===== config.mk =====
export PLATFORM = sky130hd
export DESIGN_NAME = mrd_ratio_detector
export DESIGN_NICKNAME = d
export VERILOG_FILES = /design/src/rtl/mrd_pkg.sv /design/src/rtl/mrd_edge_sync.sv /design/src/rtl/mrd_clk_watchdog.sv /design/src/rtl/mrd_period_counter.sv /design/src/rtl/mrd_lock_fsm.sv /design/src/rtl/mrd_rate_divider.sv /design/src/rtl/mrd_ratio_detector.sv
export SDC_FILE = /design/constraint.sdc
export NUM_CORES = 1
export LEC_CHECK = 0
export CAP_MARGIN = 20
export CELL_PAD_IN_SITES_DETAIL_PLACEMENT = 1
export CELL_PAD_IN_SITES_GLOBAL_PLACEMENT = 1
export CORE_ASPECT_RATIO = 0.7
export CORE_MARGIN = 2
export CORE_UTILIZATION = 43
export CTS_CLUSTER_SIZE = 40
export DETAILED_ROUTE_END_ITERATION = 16
export PLACE_DENSITY_LB_ADDON = 0.15
export SLEW_MARGIN = 5
export SYNTH_ARGS = -nofsm -noshare
export SYNTH_HDL_FRONTEND = slang
export SYNTH_SLANG_ARGS = --single-unit

===== constraint.sdc =====
create_clock -name clk_ref -period 3.1 [get_ports clk_ref]
set_input_delay 0.31 -clock clk_ref [delete_from_list [all_inputs] [get_ports clk_ref]]
set_output_delay 0.31 -clock clk_ref [all_outputs]
set_load 0.01 [all_outputs]

===== src/rtl/mrd_pkg.sv =====
package mrd_pkg;

    typedef enum logic [1:0] {
        SPD_NONE   = 2'd0,
        SPD_NORMAL = 2'd1,
        SPD_DOUBLE = 2'd2,
        SPD_QUAD   = 2'd3
    } speed_e;

    typedef enum logic [2:0] {
        RC_NONE  = 3'd0,
        RC_X128  = 3'd1,
        RC_X192  = 3'd2,
        RC_X256  = 3'd3,
        RC_X384  = 3'd4,
        RC_X512  = 3'd5,
        RC_X768  = 3'd6,
        RC_X1152 = 3'd7
    } ratio_e;

    localparam int unsigned N_RATIOS = 7;

    function automatic int unsigned nominal_of(ratio_e r);
        int unsigned n;
        case (r)
            RC_X128:  n = 128;
            RC_X192:  n = 192;
            RC_X256:  n = 256;
            RC_X384:  n = 384;
            RC_X512:  n = 512;
            RC_X768:  n = 768;
            RC_X1152: n = 1152;
            default:  n = 0;
        endcase
        return n;
    endfunction

    function automatic speed_e speed_of(ratio_e r);
        speed_e s;
        case (r)
            RC_X128, RC_X192:            s = SPD_QUAD;
            RC_X256, RC_X384:            s = SPD_DOUBLE;
            RC_X512, RC_X768, RC_X1152:  s = SPD_NORMAL;
            default:                     s = SPD_NONE;
        endcase
        return s;
    endfunction

    function automatic logic [7:0] osr_of(speed_e s);
        logic [7:0] f;
        case (s)
            SPD_NORMAL: f = 8'd128;
            SPD_DOUBLE: f = 8'd64;
            SPD_QUAD:   f = 8'd32;
            default:    f = 8'd0;
        endcase
        return f;
    endfunction

    // master-clock edges per oversampled tick = ratio / osr
    function automatic logic [3:0] step_of(ratio_e r);
        logic [3:0] d;
        case (r)
            RC_X128, RC_X256, RC_X512: d = 4'd4;
            RC_X192, RC_X384, RC_X768: d = 4'd6;
            RC_X1152:                  d = 4'd9;
            default:                   d = 4'd0;
        endcase
        return d;
    endfunction

    function automatic ratio_e classify(int unsigned cnt, int unsigned tol);
        ratio_e r;
        r = RC_NONE;
        for (int k = 1; k <= int'(N_RATIOS); k++) begin
            if ((cnt + tol >= nominal_of(ratio_e'(3'(k)))) &&
                (cnt <= nominal_of(ratio_e'(3'(k))) + tol)) begin
                r = ratio_e'(3'(k));
            end
        end
        return r;
    endfunction

endpackage


===== src/rtl/mrd_edge_sync.sv =====
module mrd_edge_sync #(
    parameter int N_SIG  = 2,
    parameter int STAGES = 2
) (
    input  logic             clk,
    input  logic             rst_n,
    input  logic [N_SIG-1:0] raw_in,
    output logic [N_SIG-1:0] rise_out
);

    for (genvar g = 0; g < N_SIG; g++) begin : g_bit
        logic [STAGES:0] shift_q;

        always_ff @(posedge clk) begin
            if (!rst_n) begin
                shift_q <= '0;
            end else begin
                shift_q <= {shift_q[STAGES-1:0], raw_in[g]};
            end
        end

        assign rise_out[g] = shift_q[STAGES-1] & ~shift_q[STAGES];
    end

endmodule


===== src/rtl/mrd_clk_watchdog.sv =====
module mrd_clk_watchdog #(
    parameter int WIN_W = 16
) (
    input  logic             clk,
    input  logic             rst_n,
    input  logic             mclk_rise,
    input  logic [WIN_W-1:0] window,
    output logic             lost
);

    localparam logic [WIN_W-1:0] SAT = '1;

    logic [WIN_W-1:0] idle_q;

    always_ff @(posedge clk) begin
        if (!rst_n) begin
            idle_q <= '0;
        end else if (mclk_rise) begin
            idle_q <= '0;
        end else if (idle_q != SAT) begin
            idle_q <= idle_q + 1'b1;
        end
    end

    assign lost = (idle_q >= window);

    // a fresh master-clock edge always clears a pending loss
    a_r9_edge_clears_loss: assert property (@(posedge clk) disable iff (!rst_n)
        (mclk_rise && window != '0) |=> !lost);

endmodule


===== src/rtl/mrd_period_counter.sv =====
module mrd_period_counter #(
    parameter int CNT_W = 11
) (
    input  logic             clk,
    input  logic             rst_n,
    input  logic             flush,
    input  logic             mclk_rise,
    input  logic             ws_rise,
    output logic             meas_valid,
    output logic             meas_over,
    output logic [CNT_W-1:0] meas_count
);

    localparam logic [CNT_W-1:0] CNT_FULL = '1;

    logic             armed_q;
    logic [CNT_W-1:0] cnt_q;

    always_ff @(posedge clk) begin
        if (!rst_n || flush) begin
            armed_q    <= 1'b0;
            cnt_q      <= '0;
            meas_valid <= 1'b0;
            meas_over  <= 1'b0;
            meas_count <= '0;
        end else begin
            meas_valid <= 1'b0;
            if (ws_rise) begin
                if (armed_q) begin
                    meas_valid <= 1'b1;
                    meas_over  <= 1'b0;
                    meas_count <= cnt_q;
                end
                armed_q <= 1'b1;
                cnt_q   <= mclk_rise ? CNT_W'(1) : '0;
            end else if (mclk_rise && armed_q) begin
                if (cnt_q == CNT_FULL) begin
                    meas_valid <= 1'b1;
                    meas_over  <= 1'b1;
                    meas_count <= cnt_q;
                    armed_q    <= 1'b0;
                    cnt_q      <= '0;
                end else begin
                    cnt_q <= cnt_q + 1'b1;
                end
            end
        end
    end

    // an overrange result disarms, so it cannot repeat on the next cycle
    a_r10_over_single: assert property (@(posedge clk) disable iff (!rst_n)
        (meas_valid && meas_over) |=> !meas_valid);

endmodule


===== src/rtl/mrd_lock_fsm.sv =====
module mrd_lock_fsm
    import mrd_pkg::*;
#(
    parameter int CNT_W = 11,
    parameter int TOL   = 2
) (
    input  logic             clk,
    input  logic             rst_n,
    input  logic             lost,
    input  logic             meas_valid,
    input  logic             meas_over,
    input  logic [CNT_W-1:0] meas_count,
    output logic             locked,
    output ratio_e           ratio_out
);

    typedef enum logic [1:0] {
        ST_HUNT    = 2'd0,
        ST_CONFIRM = 2'd1,
        ST_LOCKED  = 2'd2,
        ST_LOST    = 2'd3
    } state_e;

    state_e state_q, state_d;
    ratio_e cand_q;
    ratio_e meas_code;

    assign meas_code = meas_over ? RC_NONE
                                 : classify(32'(meas_count), 32'(TOL));

    always_comb begin
        state_d = state_q;
        unique case (state_q)
            ST_HUNT: begin
                if (lost)                                      state_d = ST_LOST;
                else if (meas_valid && meas_code != RC_NONE)   state_d = ST_CONFIRM;
            end
            ST_CONFIRM: begin
                if (lost)                                      state_d = ST_LOST;
                else if (meas_valid && meas_code == RC_NONE)   state_d = ST_HUNT;
                else if (meas_valid && meas_code == cand_q)    state_d = ST_LOCKED;
            end
            ST_LOCKED: begin
                if (lost)                                      state_d = ST_LOST;
                else if (meas_valid && meas_code == RC_NONE)   state_d = ST_HUNT;
                else if (meas_valid && meas_code != cand_q)    state_d = ST_CONFIRM;
            end
            ST_LOST: begin
                if (!lost)                                     state_d = ST_HUNT;
            end
        endcase
    end

    always_ff @(posedge clk) begin
        if (!rst_n) begin
            state_q <= ST_HUNT;
            cand_q  <= RC_NONE;
        end else begin
            state_q <= state_d;
            if (lost) begin
                cand_q <= RC_NONE;
            end else if (meas_valid && meas_code != RC_NONE) begin
                cand_q <= meas_code;
            end
        end
    end

    always_comb begin
        unique case (state_q)
            ST_LOCKED: begin
                locked    = 1'b1;
                ratio_out = cand_q;
            end
            ST_HUNT, ST_CONFIRM, ST_LOST: begin
                locked    = 1'b0;
                ratio_out = RC_NONE;
            end
        endcase
    end

    // lock only rises as the result of a measurement
    a_r5_lock_follows_meas: assert property (@(posedge clk) disable iff (!rst_n)
        $rose(locked) |-> $past(meas_valid));

    // a watchdog loss removes lock on the next cycle
    a_r9_loss_drops_lock: assert property (@(posedge clk) disable iff (!rst_n)
        lost |=> !locked);

    // the reported ratio cannot change while lock is held
    a_r7_code_steady: assert property (@(posedge clk) disable iff (!rst_n)
        (locked && $past(locked)) |-> $stable(ratio_out));

endmodule


===== src/rtl/mrd_rate_divider.sv =====
module mrd_rate_divider (
    input  logic       clk,
    input  logic       rst_n,
    input  logic       locked,
    input  logic       ws_rise,
    input  logic       mclk_rise,
    input  logic [3:0] step,
    output logic       div_en
);

    logic [3:0] phase_q;

    always_ff @(posedge clk) begin
        if (!rst_n || !locked) begin
            phase_q <= '0;
            div_en  <= 1'b0;
        end else begin
            div_en <= 1'b0;
            if (ws_rise) begin
                phase_q <= mclk_rise ? 4'd1 : 4'd0;
            end else if (mclk_rise) begin
                if (phase_q == step - 4'd1) begin
                    phase_q <= '0;
                    div_en  <= 1'b1;
                end else begin
                    phase_q <= phase_q + 4'd1;
                end
            end
        end
    end

    // a divide pulse is only issued when lock was held the cycle before
    a_r8_pulse_needs_lock: assert property (@(posedge clk) disable iff (!rst_n)
        div_en |-> $past(locked));

endmodule


===== src/rtl/mrd_ratio_detector.sv =====
module mrd_ratio_detector
    import mrd_pkg::*;
#(
    parameter int CNT_W       = 11,
    parameter int WIN_W       = 16,
    parameter int TOL         = 2,
    parameter int SYNC_STAGES = 2
) (
    input  logic             clk_ref,
    input  logic             rst_n,
    input  logic             mclk,
    input  logic             frame_clk,
    input  logic [WIN_W-1:0] loss_window,
    output logic             locked,
    output logic             reset_req,
    output logic [1:0]       speed_mode,
    output logic [2:0]       ratio_code,
    output logic [7:0]       osr_factor,
    output logic             div_en
);

    localparam int IDX_MCLK = 0;
    localparam int IDX_WS   = 1;

    logic [1:0]       rises;
    logic             mclk_rise;
    logic             ws_rise;
    logic             lost;
    logic             meas_valid;
    logic             meas_over;
    logic [CNT_W-1:0] meas_count;
    logic             lock_int;
    ratio_e           code;
    speed_e           speed;

    mrd_edge_sync #(.N_SIG(2), .STAGES(SYNC_STAGES)) u_sync (
        .clk      (clk_ref),
        .rst_n    (rst_n),
        .raw_in   ({frame_clk, mclk}),
        .rise_out (rises)
    );

    assign mclk_rise = rises[IDX_MCLK];
    assign ws_rise   = rises[IDX_WS];

    mrd_clk_watchdog #(.WIN_W(WIN_W)) u_wdog (
        .clk       (clk_ref),
        .rst_n     (rst_n),
        .mclk_rise (mclk_rise),
        .window    (loss_window),
        .lost      (lost)
    );

    mrd_period_counter #(.CNT_W(CNT_W)) u_count (
        .clk        (clk_ref),
        .rst_n      (rst_n),
        .flush      (lost),
        .mclk_rise  (mclk_rise),
        .ws_rise    (ws_rise),
        .meas_valid (meas_valid),
        .meas_over  (meas_over),
        .meas_count (meas_count)
    );

    mrd_lock_fsm #(.CNT_W(CNT_W), .TOL(TOL)) u_fsm (
        .clk        (clk_ref),
        .rst_n      (rst_n),
        .lost       (lost),
        .meas_valid (meas_valid),
        .meas_over  (meas_over),
        .meas_count (meas_count),
        .locked     (lock_int),
        .ratio_out  (code)
    );

    mrd_rate_divider u_div (
        .clk       (clk_ref),
        .rst_n     (rst_n),
        .locked    (lock_int),
        .ws_rise   (ws_rise),
        .mclk_rise (mclk_rise),
        .step      (step_of(code)),
        .div_en    (div_en)
    );

    assign speed      = speed_of(code);
    assign speed_mode = speed;
    assign ratio_code = code;
    assign osr_factor = osr_of(speed);
    assign locked     = lock_int;
    assign reset_req  = ~lock_int;

endmodule


## After elaboration in Yosys (flattened, before gate mapping)

Index checks and enable logic that the tools add are counted.

| operators by class | value |
|---|---|
| add/sub/neg operators | 5 |
| magnitude comparators | 15 |
| eq/ne operators | 23 |
| mux-type cells | 47 |
| bitwise operators | 7 |
| reductions and logical operators | 34 |

Operator list:

| operator | count |
|---|---|
| $mux W11 | 7 |
| $ge A32 B10 Y1 const B | 2 |
| $ge A32 B9 Y1 const B | 2 |
| $ge A32 B11 Y1 const B | 1 |
| $ge A32 B8 Y1 const B | 1 |
| $pmux W8 S3 | 1 |
| $le A11 B10 Y1 const B | 2 |
| $le A11 B8 Y1 const B | 2 |
| $le A11 B9 Y1 const B | 2 |
| $mux W3 | 7 |
| $mux W2 | 9 |
| $add A16 B1 Y16 const B | 1 |
| $ge A16 B16 Y1 | 1 |
| $ne A16 B16 Y1 const B | 1 |
| $mux W1 | 15 |
| $reduce_or A3 Y1 | 5 |
| $add A11 B2 Y12 const B | 1 |
| $eq A3 B3 Y1 const B | 4 |
| $ge A12 B8 Y1 const B | 1 |
| $logic_and A1 B1 Y1 | 12 |
| $mux W4 | 3 |
| $pmux W4 S3 | 1 |
| $add A11 B1 Y11 const B | 1 |
| $eq A11 B11 Y1 const B | 1 |
| 29 further kinds | 48 |

| word-level totals | value |
|---|---|
| register bits after elaboration | 57 |
| bits of input ports | 20 |
| output and inout port bits | 16 |
| word-level logic and storage cells | 143 |

## Logic depth before layout (Yosys ltp)

| logic depth | value |
|---|---|
| word-level depth | 17 |
| gate-level depth with buffers | 12 |
| depth with buffers taken out | 11 |

## Cells and area by module

From an unflattened synthesis, not the netlist that was laid out.

| unflattened totals | value |
|---|---|
| cells, all modules | 481 |
| area total of the unflattened synthesis | 3,860.0 um2 |

Modules (own cells, without submodules):

| module | times used | cells each | area each (um2) | sequential area each (um2) |
|---|---|---|---|---|
| mrd_clk_watchdog | 1 | 155 | 1,261.2 | 320.3 |
| mrd_period_counter | 1 | 129 | 1,103.6 | 500.5 |
| mrd_lock_fsm | 1 | 125 | 878.3 | 100.1 |
| mrd_rate_divider | 1 | 37 | 317.8 | 100.1 |
| mrd_edge_sync | 1 | 14 | 170.2 | 120.1 |
| mrd_ratio_detector | 1 | 21 | 128.9 | 0.0 |

## Worst setup path after synthesis

OpenSTA, ideal clock, no wires.

| timing path | value |
|---|---|
| kind | flip-flop to flip-flop |
| start | reg u_count.meas_count[2] |
| end | reg u_fsm.state_q[0] |
| library setup time | 140 ps |
| arrival | 2,478 ps |
| required time | 2,960 ps |
| setup slack | 482 ps |
| stages on the path, launching flop included | 12 |
| buffers on the path | 0 |
| period minus slack after synthesis | 2,618 ps |
| path through | dfxtp_1 > inv_1 > ha_1 > nor2b_1 > o21ai_2 > o21ai_1 > or3_1 > or4_4 > o211ai_2 > a21oi_1 > o211ai_1 > o211ai_1 |

| between the ends | value |
|---|---|
| longest elaborated chain between the ends | 16 |
| elaborated cells on any way between the ends | 47 |
| classes of those cells | add/sub: 1; order compare: 14; eq/ne: 5; mux: 13; reduce/logical: 14 |

RTL lines:

| element | RTL line | text |
|---|---|---|
| start, declared | mrd_period_counter.sv:11 | `output logic [CNT_W-1:0] meas_count` |
| start signal, assigned | mrd_period_counter.sv:32 | `meas_count <= cnt_q;` |
| start signal, assigned | mrd_period_counter.sv:40 | `meas_count <= cnt_q;` |
| branches (longest 9 deep; another with $ge A32 B8 Y1) | -- |  |
| $mux W3 (*) | mrd_pkg.sv:76 | `if ((cnt + tol >= nominal_of(ratio_e'(3'(k)))) &&` |
| $mux W3 (*) | mrd_lock_fsm.sv:28 | `assign meas_code = meas_over ? RC_NONE` |
| $logic_not A3 Y1 | mrd_lock_fsm.sv:40, mrd_lock_fsm.sv:45 |  |
| $logic_and A1 B1 Y1 | mrd_lock_fsm.sv:40, mrd_lock_fsm.sv:45 |  |
| $mux W2, on equally long branches | mrd_lock_fsm.sv:45, mrd_lock_fsm.sv:40 |  |
| $mux W2, on equally long branches | mrd_lock_fsm.sv:44, mrd_lock_fsm.sv:39 |  |
| $pmux W2 S4 | mrd_lock_fsm.sv:33 | `unique case (state_q)` |
| end signal, assigned | mrd_lock_fsm.sv:59 | `state_q <= state_d;` |
| end, declared | mrd_lock_fsm.sv:24 | `state_e state_q, state_d;` |

Mark *: on every way between the ends.
A chain may end at the register's enable or synchronous reset.

## Worst setup path after layout

| timing path | value |
|---|---|
| start | reg u_count.meas_count[1] |
| end | reg u_fsm.state_q[1] |

Same word-level chain as after synthesis.

==> summary by stage <==
Status
The flow ran to the end, and the final reports show no timing, DRC or antenna violations.

Global routing
The number of antenna violations at the first check in global routing is 0. The first global-routing pass estimated 16000 um of wire. The total global routing track utilization is 21.9%.

The total congestion overflow after global routing is 0. The via count of the first global-routing pass is 3254. The pin count of the biggest net entering global routing is 21.

Floorplanning
In this run the horizontal extent of the chip is 114 um. The die is about 80 um tall. For this design the top-level I/O count stands at 36. The floorplan step defined a die boundary enclosing 9260 um2. The core region is ~8300 um2.

The number of core rows is 28. Once the floorplan was initialized, standard cells occupied a little over two fifths of the core.

Worst setup path
The type of origin of the critical path is a register. The depth of the critical timing path with buffers and inverters included is 10. For this run, the slowest stage of the critical path takes between 0.5 and 0.6 ns. The cell at the slowest stage of the critical path is nor4_1. The end of the critical path is u_fsm.state_q[1]$_SDFFE_PN0P_. The count of buffering cells on the critical path with inverters included is 1.

Among cell families on the critical path, the largest total delay comes from simple AND/OR/NAND/NOR gates. The endpoint identified for the worst register-to-register timing path is u_fsm.state_q[1]$_SDFFE_PN0P_. The worst setup path startpoint is u_count.meas_count[1]$_SDFFE_PP0P_. Data on the critical path arrives at its endpoint at 3.10 ns. The largest fanout of any net on the critical path is 7. The required time at the endpoint of the critical path is about 3.3 ns. The critical path start-end classification is register to register. STA classifies the critical path endpoint as a register. The depth of the worst register-to-register path is 10. The register-to-register path setup slack is 0.21 ns. Counting stages on the worst path, the most repeated cell is o21ai_1. The critical path goes through inv_1 > ha_1 > o21ai_2 > o21ai_1 > or3_1 > nor4_1 > a21oi_1 > o21ai_0 > o21ai_1 > and4_1. The worst register-to-register path begins at u_count.meas_count[1]$_SDFFE_PP0P_.

Finish
The area growth from synthesis to final layout is 17.0%. Cells fill 51.3% of the core in the end. Leaving out fill and tap cells, the most frequent cell in the layout is dfxtp_1.

The number of nets in the finished design is 519. The final cell count without fillers is between 500 and 600. 0 antenna diodes ended up in the layout.

In the layout the commonest cells are 56 x dfxtp_1, 50 x nor2_1, 34 x nand2_1. The fraction of final layout cells sized beyond drive strength 1 is 6.47%.

STA
The total count of max-transition violations in the final report is 0. The hold violation total from the final report was 0. Setup violations remaining at the end of the flow were counted as 0. The worst hold slack is 0.447 ns.

The worst-case clock skew is 0.00653 ns. Adding up every negative setup slack in the final design gives 0 ns. The remaining max-slew budget at the tightest pin is 54.6%. Based on the critical path, the design can be clocked at up to around 350 MHz.

The transition time of the tightest slew-check pin is 0.680 ns. The period utilization is 93.3%. The final period demand of the worst path is 2.89 ns.

Run
The tool flagged a number of max-cap violations equal to 0.

Power and ir drop
The switching part of the total power is 21.2%. Power spread over the standard cell area amounts to 395 nW/um2. The reported net switching power is around 360 uW.

Internal power comes to 1330 uW. The total leakage power is about 0.0018 uW. The clock network accounts for roughly half of the total power. The share of total power dissipated in combinational logic is under 10%.

Per report_power, the sequential group accounts for 44.4% of the total. The largest voltage drop on the vdd net is 0.254 mV.

Clock tree
No sink is reached through more buffers than the 2 on the longest clock path. The buffer cell driving the clock tree root is clkbuf_16. The quantity of gates resized following cts is 0. The post-cts hold buffer count is 0. The maximum level of the CTS H-tree is 3. After clock tree synthesis, the clock-pin slew on the worst setup and hold paths is 0.05 ns. The clock latency of the later-clocked register in the worst-skew pair is roughly 0.33 ns. Post-CTS timing repair inserted 0 buffers for setup. TritonCTS created 9 clock buffers. The clock sink total is 57. TritonCTS built the clock tree.

Placement
The number of input and output port buffers inserted is 30. In this run, placement finished with an instance count of about 570. The final HPWL from detailed placement is 7150 um.

The weighted congestion reported at the end of routability-driven placement is just over 0.9.

Synth
The cell count after synthesis is roughly 450. Counting flops with a built-in enable in the synthesized netlist gives 0. In this run, distinct cell masters in the synthesized netlist total 60. In this run, synthesis produced a sequential element count of 57. The dominant register cell in the synthesized netlist is dfxtp_1. The async set-or-reset flop fraction in the synthesized netlist is 0%.

The Yosys step of the flow raised 0 warnings. In this run the mean area of a mapped cell was 8.10 um2. The cell area that synthesis handed to floorplanning was 3650 um2. Of the synthesized area, sequential elements account for around 31%.

Drt
The residual antenna-violating net count after detailed routing is 0. The first routing iteration left 187 violations. The DRC violation count after routing is 0. The number of vias in the routed layout is 3309. The via density per instance is 5.67.

The first TritonRoute pass finished after 4 iterations. The final routed wirelength across all metal layers is 9450 um. The mean routed wirelength per cell is between 15 and 20 um.

Min path
In this run the worst hold path is classified as register to register.
[Yosys cell counts (2+ instances only)]
cell | instances | share of area (%)
dfxtp_1 | 57 | 31
nor2_1 | 50 | 5.1
nand2_1 | 34 | 3.5
a21oi_1 | 26 | 3.6
inv_1 | 24 | 2.5
o21ai_0 | 23 | 3.1
ha_1 | 22 | 7.5
nand4_1 | 14 | 2.4
and2_1 | 13 | 2.2
mux2i_1 | 13 | 3.6
nor3_1 | 13 | 1.8
nor2b_1 | 12 | 2.1
xor2_1 | 12 | 2.9
and3_1 | 9 | 1.5
clkbuf_1 | 9 | 0.92
nand3_1 | 9 | 1.2
or3_1 | 9 | 1.5
xnor2_1 | 8 | 1.9
a21o_1 | 7 | 1.4
a22oi_1 | 7 | 1.4
nand2b_1 | 7 | 1.2
o211ai_1 | 7 | 1.4
a211oi_1 | 6 | 1.2
and4_1 | 6 | 1.4
buf_4 | 6 | 1.2
buf_2 | 4 | 0.55
nor4_1 | 3 | 0.51
o21ai_1 | 3 | 0.41
a211o_1 | 2 | 0.48
a41oi_1 | 2 | 0.48
buf_1 | 2 | 0.21
nand3b_1 | 2 | 0.41
nor3b_1 | 2 | 0.41
o32ai_1 | 2 | 0.48
[flip-flops by register name (all words and copies together) (netlist names)]
signal	count
u_count.meas_valid	1
u_fsm.state_q	2
u_wdog.idle_q	16
u_fsm.cand_q	3
u_sync.g_bit.shift_q	6
u_div.div_en	1
u_count.cnt_q	11
u_div.phase_q	4
u_count.meas_over	1
u_count.meas_count	11
u_count.armed_q	1
[power groups by stage]
| stage | Sequential (uW) | Combinational (uW) | Clock, uW |
|---|---|---|---|
| 3_3_place_gp | 763 | 85.6 | 0 |
| 5_1_grt | 750 | 102 | 907 |
| 6_report | 750 | 89.5 | 851 |
| 3_5_place_dp | 764 | 89.9 | 0 |
| 2_1_floorplan | 761 | 53.8 | 0 |
| 4_1_cts | 749 | 90.8 | 871 |
[logic make-up after synthesis]
| family | after synthesis | share of synthesized area (%) |
|---|---|---|
| AO/OA/AOI/OAI | 98 | 18.6 |
| multiplexers | 14 | 4.18 |
| buffers and inverters | 48 | 5.92 |
| XOR/XNOR | 20 | 4.79 |
| flip-flops | 57 | 31.2 |
| AND/OR/NAND/NOR | 191 | 27.7 |
| other | 1 | 0.103 |
| adder cells (fa/ha/maj) | 22 | 7.53 |
[cell type report]
cell class                      count  area [um2]
Fill cell                        1017        4060
Multi-Input combinational cell    350        2330
Sequential cell                    57        1140
Timing Repair Buffer               34         330
Clock buffer                       12         246
Tap cell                          105         131
Inverter                           25        93.8
Clock inverter                      1        5.00
[how the worst min path moves through the flow]
stage / start / end / cells past startpoint
2_1_floorplan: u_sync.g_bit[0].shift_q[0]$_SDFF_PN0_ / u_sync.g_bit[0].shift_q[1]$_SDFF_PN0_ / 1
3_3_place_gp: u_sync.g_bit[1].shift_q[0]$_SDFF_PN0_ / u_sync.g_bit[1].shift_q[1]$_SDFF_PN0_ / 1
3_5_place_dp: u_sync.g_bit[0].shift_q[0]$_SDFF_PN0_ / u_sync.g_bit[0].shift_q[1]$_SDFF_PN0_ / 1
4_1_cts: u_sync.g_bit[0].shift_q[0]$_SDFF_PN0_ / u_sync.g_bit[0].shift_q[1]$_SDFF_PN0_ / 1
5_1_grt: u_sync.g_bit[0].shift_q[0]$_SDFF_PN0_ / u_sync.g_bit[0].shift_q[1]$_SDFF_PN0_ / 1
6_report: u_sync.g_bit[0].shift_q[0]$_SDFF_PN0_ / u_sync.g_bit[0].shift_q[1]$_SDFF_PN0_ / 1
[metrics by stage]
step	setup WS (ns)	power, uW	instance area (um2)
2_1_floorplan	0.482	815	3670
3_3_place_gp	0.176	849	4010
3_5_place_dp	0.118	854	4010
4_1_cts	0.219	1710	4260
5_1_grt	-0.0270	1760	4280
6_report	0.209	1690	4280
[layer usage]
metal  global-route usage (%)  routed length (um)  share of wire (%)
met3                     4.93                 279                3.0
met4                     5.61                  88               0.93
met2                     34.9                4240                 45
met5                        0                   0                  0
met1                     30.2                4840                 51
[worst register-to-register path: stages (launching register included)]
cell and delay [ns]:
dfxtp_1 0.44, inv_1 0.07, ha_1 0.25, o21ai_2 0.23, o21ai_1 0.12, or3_1 0.45, nor4_1 0.54, a21oi_1 0.17
o21ai_0 0.25, o21ai_1 0.09, and4_1 0.17
Power figures use the tool's default switching activity.
